===== config.mk =====
export PLATFORM = sky130hd
export DESIGN_NAME = bypass_array_mul
export DESIGN_NICKNAME = d
export VERILOG_FILES = /design/src/rtl/mulbp_pkg.sv /design/src/rtl/mulbp_cell.sv /design/src/rtl/mulbp_row.sv /design/src/rtl/mulbp_ripple.sv /design/src/rtl/bypass_array_mul.sv
export SDC_FILE = /design/constraint.sdc
export NUM_CORES = 1
export LEC_CHECK = 0
export BUFFER_PORTS_ARGS = -buffer_cell sky130_fd_sc_hd__buf_2
export CAP_MARGIN = 40
export CORE_ASPECT_RATIO = 1.75
export CORE_MARGIN = 1
export CORE_UTILIZATION = 27
export DETAILED_ROUTE_END_ITERATION = 10
export SYNTH_ARGS = -nofsm -noshare
export SYNTH_HDL_FRONTEND = slang
export SYNTH_SLANG_ARGS = --single-unit

===== constraint.sdc =====
create_clock -name vclk -period 31.7
set_clock_uncertainty 0.1 [all_clocks]
set_input_delay 6.34 -clock vclk [all_inputs]
set_output_delay 6.34 -clock vclk [all_outputs]
set_load 0.02 [all_outputs]

===== src/rtl/mulbp_pkg.sv =====
package mulbp_pkg;
    typedef enum logic [0:0] {
        BYP_ROW = 1'b0,
        BYP_COL = 1'b1
    } bypass_mode_e;
endpackage


===== src/rtl/mulbp_cell.sv =====
module mulbp_cell
    import mulbp_pkg::*;
#(
    parameter bypass_mode_e MODE = BYP_ROW
) (
    input  logic en_i,
    input  logic pp_i,
    input  logic s_i,
    input  logic c_i,
    output logic sum_o,
    output logic cy_o,
    output logic keep_o
);
    logic pp_g, s_g, c_g;
    logic fa_s, fa_c;

    // operand isolation: an idle full adder sees constant zeros
    always_comb begin
        pp_g = pp_i & en_i;
        s_g  = s_i  & en_i;
        c_g  = c_i  & en_i;
        fa_s = pp_g ^ s_g ^ c_g;
        fa_c = (pp_g & s_g) | (pp_g & c_g) | (s_g & c_g);
    end

    generate
        if (MODE == BYP_ROW) begin : g_row
            always_comb begin
                sum_o  = en_i ? fa_s : s_i;
                cy_o   = en_i ? fa_c : 1'b0;
                keep_o = en_i ? 1'b0 : c_i;
            end
        end else begin : g_col
            always_comb begin
                sum_o  = en_i ? fa_s : (s_i ^ c_i);
                cy_o   = en_i ? fa_c : (s_i & c_i);
                keep_o = 1'b0;
            end
        end
    endgenerate
endmodule


===== src/rtl/mulbp_row.sv =====
module mulbp_row
    import mulbp_pkg::*;
#(
    parameter int           WIDTH = 8,
    parameter int           ROW   = 1,
    parameter bypass_mode_e MODE  = BYP_ROW
) (
    input  logic [WIDTH-1:0]   a_i,
    input  logic               b_bit_i,
    input  logic [2*WIDTH-1:0] s_i,
    input  logic [2*WIDTH-1:0] c_i,
    output logic [2*WIDTH-1:0] s_o,
    output logic [2*WIDTH-1:0] c_o
);
    localparam int CELLS = WIDTH - 1;
    localparam int TOPW  = ROW + WIDTH - 1;

    logic [CELLS-1:0] en, sum, cy, keep;

    for (genvar i = 0; i < CELLS; i++) begin : g_cell
        if (MODE == BYP_ROW) begin : g_en_row
            assign en[i] = b_bit_i;
        end else begin : g_en_col
            assign en[i] = a_i[i];
        end
        mulbp_cell #(.MODE(MODE)) cell_i (
            .en_i   (en[i]),
            .pp_i   (a_i[i] & b_bit_i),
            .s_i    (s_i[i+ROW]),
            .c_i    (c_i[i+ROW]),
            .sum_o  (sum[i]),
            .cy_o   (cy[i]),
            .keep_o (keep[i])
        );
    end

    always_comb begin
        s_o = s_i;
        c_o = c_i;
        for (int i = 0; i < CELLS; i++) begin
            s_o[i+ROW] = sum[i];
            c_o[i+ROW] = keep[i];
        end
        for (int i = 0; i < CELLS; i++) begin
            c_o[i+ROW+1] = c_o[i+ROW+1] | cy[i];
        end
        s_o[TOPW] = s_i[TOPW] | (a_i[WIDTH-1] & b_bit_i);
    end

    // a skipped row leaves both vectors untouched
    always_comb begin
        if (MODE == BYP_ROW && !b_bit_i) begin
            p_row_pass_r6: assert (s_o == s_i && c_o == c_i)
                else $error("skipped row %0d altered its vectors", ROW);
        end
    end

    // idle diagonal cell with no pending carry forwards the sum from above
    always_comb begin
        for (int i = 0; i < CELLS; i++) begin
            if (MODE == BYP_COL && !a_i[i] && !c_i[i+ROW]) begin
                p_col_pass_r7: assert (sum[i] == s_i[i+ROW] && !cy[i])
                    else $error("idle cell %0d of row %0d did not forward", i, ROW);
            end
        end
    end
endmodule


===== src/rtl/mulbp_ripple.sv =====
module mulbp_ripple #(
    parameter int W = 16
) (
    input  logic [W-1:0] x_i,
    input  logic [W-1:0] y_i,
    output logic [W-1:0] sum_o
);
    logic [W:0] carry;

    assign carry[0] = 1'b0;
    for (genvar i = 0; i < W; i++) begin : g_bit
        assign sum_o[i]   = x_i[i] ^ y_i[i] ^ carry[i];
        assign carry[i+1] = (x_i[i] & y_i[i]) | (carry[i] & (x_i[i] ^ y_i[i]));
    end

    // the chain resolves every carry and never spills past the top bit
    always_comb begin
        p_ripple_sum_r8: assert ({carry[W], sum_o} == ({1'b0, x_i} + {1'b0, y_i}))
            else $error("ripple row sum mismatch");
    end
endmodule


===== src/rtl/bypass_array_mul.sv =====
module bypass_array_mul
    import mulbp_pkg::*;
#(
    parameter int           WIDTH = 8,
    parameter bypass_mode_e MODE  = BYP_ROW
) (
    input  logic [WIDTH-1:0]   a_i,
    input  logic [WIDTH-1:0]   b_i,
    output logic [2*WIDTH-1:0] prod_o,
    output logic [WIDTH-2:0]   act_mask_o
);
    localparam int PW    = 2 * WIDTH;
    localparam int NROWS = WIDTH - 1;

    logic [PW-1:0] sv [NROWS+1];
    logic [PW-1:0] cv [NROWS+1];

    assign sv[0] = {{WIDTH{1'b0}}, a_i & {WIDTH{b_i[0]}}};
    assign cv[0] = '0;

    for (genvar k = 1; k <= NROWS; k++) begin : g_row
        mulbp_row #(.WIDTH(WIDTH), .ROW(k), .MODE(MODE)) row_i (
            .a_i     (a_i),
            .b_bit_i (b_i[k]),
            .s_i     (sv[k-1]),
            .c_i     (cv[k-1]),
            .s_o     (sv[k]),
            .c_o     (cv[k])
        );
    end

    mulbp_ripple #(.W(PW)) final_i (
        .x_i   (sv[NROWS]),
        .y_i   (cv[NROWS]),
        .sum_o (prod_o)
    );

    generate
        if (MODE == BYP_ROW) begin : g_mask_row
            assign act_mask_o = b_i[WIDTH-1:1];
        end else begin : g_mask_col
            assign act_mask_o = a_i[WIDTH-2:0];
        end
    endgenerate

    logic [PW-1:0] ref_prod;
    assign ref_prod = {{WIDTH{1'b0}}, a_i} * {{WIDTH{1'b0}}, b_i};

    always_comb begin
        if (MODE == BYP_ROW) begin
            p_product_r1: assert (prod_o == ref_prod)
                else $error("row-skip product mismatch");
        end else begin
            p_product_r2: assert (prod_o == ref_prod)
                else $error("column-skip product mismatch");
        end
    end

    always_comb begin
        if (a_i == '0 || b_i == '0) begin
            p_zero_operand_r9: assert (prod_o == '0)
                else $error("zero operand gave nonzero product");
        end
    end

    always_comb begin
        if (&a_i && &b_i) begin
            p_all_ones_r3: assert (prod_o[PW-1] && prod_o[WIDTH-1:1] == '0 && prod_o[0])
                else $error("all-ones product has wrong shape");
        end
    end
endmodule


==> reports/results.tsv <==
stage	metric	value	unit
critical_path	CP Capture Type	output port	
global_routing	grt total ovfl	0	
power	Sw Ratio	0.637	
clock_network	Post-CTS Setup Repair Bufs	0	
detailed_routing	Routed WL	8500	µm
hold_path	Hold Crit Depth	3	
critical_path	CP most frequent cell	fa_1	
detailed_routing	post-route antenna net violation count	0	
global_routing	pin count of the biggest net entering global routing	56	
final_layout	Seq cells	0	
detailed_routing	wire per inst	13.9	µm
synth	post-synthesis cell count	456	
synth	Distinct cells, synth	45	
power	internal power	21.5	µW
floorplan	I/O pin total	39	
power	clock network fraction of design power	0	
critical_path	crit path max fanout	45	
timing	Final Max Slew Viols	0	
synth	Synth top area share	0.327	
synth	syn avg cell area	7.25	µm²
place	DP Worst Slack	9.25	ns
synth	top-count cell post-synth	nand2_1	
final_layout	Antenna Cells	0	
timing	RSZ-0062 raised after global routing	no	
critical_path	CP max stage delay	0.54	ns
clock_network	hold buffer count at CTS	0	
timing	Worst Tran Pin Value	0.817	ns
power	Seq pwr share	0	
detailed_routing	initial drt markers	157	
power	VDD IR max	10.4	µV
synth	ranking of synthesized cells by area	fa_1, nand2_1, and2_1	
timing	Final setup viols	0	
global_routing	vias in the first global route	3154	
floorplan	full die area	12700	µm²
run	# Max-Cap Violations	0	
global_routing	total global-route track usage	0.138	
synth	Ys Warns	0	
critical_path	WP data required	25.26	ns
synth	synthesized area	3310	µm²
final_layout	clk_buf instances	0	
synth	cell accounting for the most synthesized area	fa_1	
detailed_routing	First-pass DRT Iterations	4	
clock_network	Gates resized, CTS repair	0	
hold_path	worst hold path startpoint	a_i[0]	
timing	endpoints failing hold	0	
timing	Setup WS post-layout	9.32	ns
critical_path	CP arrival	15.94	ns
global_routing	initial antenna violation count	0	
hold_path	path type of the worst min-delay path	input pin to output port	
timing	Fmax	44.7	MHz
timing	final worst-path cycle share	0.706	
critical_path	crit path kind	input pin to output port	
final_layout	fin nets	528	
timing	TNS Setup	0	ns
final_layout	ratio of cells with drive above 1 in the final layout	0.118	
synth	top cells by count, synth	nand2_1, fa_1, and2_1, o21ai_0, nor2_1	
critical_path	startpoint types	input pin	
synth	Seq/Total Area, Yosys	0	
final_layout	Layout area overhead	5.49	%
outcome	status	finished clean	
synth	syn_nets	534	
floorplan	Core Rows	53	
power	share of total power in combinational logic	1.000	
power	switching power	37.8	µW
power	LEAKAGE	0.00148	µW
timing	Rel. slew slack	0.455	
detailed_routing	DR vias	3122	
floorplan	core area	12000	µm²
timing	crit path time final	22.38	ns
critical_path	Worst path slowest cell	fa_1	
hold_path	WHS Endpoint	prod_o[0]	
global_routing	first-pass GRT wire length	14700	µm
floorplan	Initial Util	0.275	
place	IO Port Bufs	39	
place	dpl hpwl	6830	µm
power	Pwr Density	17.0	nW/µm²
detailed_routing	Via density	5.09	
detailed_routing	DRC	0	
floorplan	chip width	85.6	µm
floorplan	Die Y	148	µm
final_layout	register area	0	µm²
place	RePlAce Congestion	0.769	
## per-stage QoR
stage | utilization | area, µm² | hold WS (ns) | instances | total power [µW]
global route | 0.291 | 3490 | 13.08 | 613 | 67.5
CTS | 0.291 | 3490 | 13.07 | 613 | 60.4
finish | 0.291 | 3490 | 13.06 | 613 | 59.3
global placement | 0.291 | 3490 | 13.07 | 613 | 58.7
detailed placement | 0.291 | 3490 | 13.06 | 613 | 59.7
floorplan | - | 3310 | 12.69 | 456 | 45.9
## layout by cell type, fill, tap and decap left out, drive strengths merged, types with 3 or more instances in the layout
master | Yosys | routed
or3 | 3 | 3
inv | 16 | 16
nor2 | 31 | 31
buf | 24 | 39
ha | 8 | 8
a22oi | 3 | 3
nand3b | 4 | 4
a21oi | 10 | 10
and2 | 43 | 43
a31o | 3 | 3
o22ai | 4 | 4
nand2b | 5 | 5
a31oi | 7 | 7
or2 | 4 | 4
fa | 54 | 54
mux2 | 4 | 4
o211ai | 8 | 8
nor2b | 11 | 11
o31ai | 4 | 4
nand2 | 86 | 86
a221oi | 3 | 3
mux2i | 9 | 9
nor3b | 3 | 3
nand3 | 16 | 16
o21ai | 33 | 33
and3 | 16 | 16
## worst max-delay path by stage
stage           start    endpoint  slack [ns]  cells after the start
6_report       b_i[2]  prod_o[14]        9.32                     34
5_1_grt        b_i[2]  prod_o[14]        8.65                     34
4_1_cts        b_i[2]  prod_o[14]        9.23                     34
3_5_place_dp   b_i[2]  prod_o[14]        9.25                     34
3_3_place_gp   b_i[2]  prod_o[14]        9.44                     34
2_1_floorplan  b_i[1]  prod_o[14]        9.98                     39
## metal layers
metal / part of all wire / vias to the layer above / GRT usage
met4: 0.013 / 0 / 0.0225
met2: 0.56 / 65 / 0.274
met5: 0 / - / 0
met3: 0.028 / 12 / 0.00666
li1: - / 1505 / -
met1: 0.40 / 1540 / 0.162
## power groups by stage
| stage | combinational (µW) | clock [µW] | sequential, µW |
|---|---|---|---|
| detailed placement | 59.7 | 0 | 0 |
| global placement | 58.7 | 0 | 0 |
| global route | 67.5 | 0 | 0 |
| floorplan | 45.9 | 0 | 0 |
| CTS | 60.4 | 0 | 0 |
| finish | 59.3 | 0 | 0 |
## worst max-delay path: cells and delay by family
family	cells	cell delay, ns
simple gates	6	0.73
buf+inv	6	1.30
compound gates	8	1.61
fa+ha+maj	14	5.92
## cell type report
| class | instances | area [µm²] |
|---|---|---|
| timing repair buffer | 39 | 195 |
| multi-input combinational | 392 | 3020 |
| fill | 1331 | 8520 |
| inverter | 17 | 63.8 |
| tap | 165 | 206 |
## kinds of logic (layout without fill, tap and decap cells)
kind of cell	count (synthesis)	after routing	share of synthesized area
AO/OA/AOI/OAI	90	90	0.178
adder cells (fa/ha/maj)	62	62	0.357
buffers and inverters	64	56	0.0859
multiplexers	13	13	0.0409
AND/OR/NAND/NOR	227	227	0.338
Power figures use the tool's default switching activity.
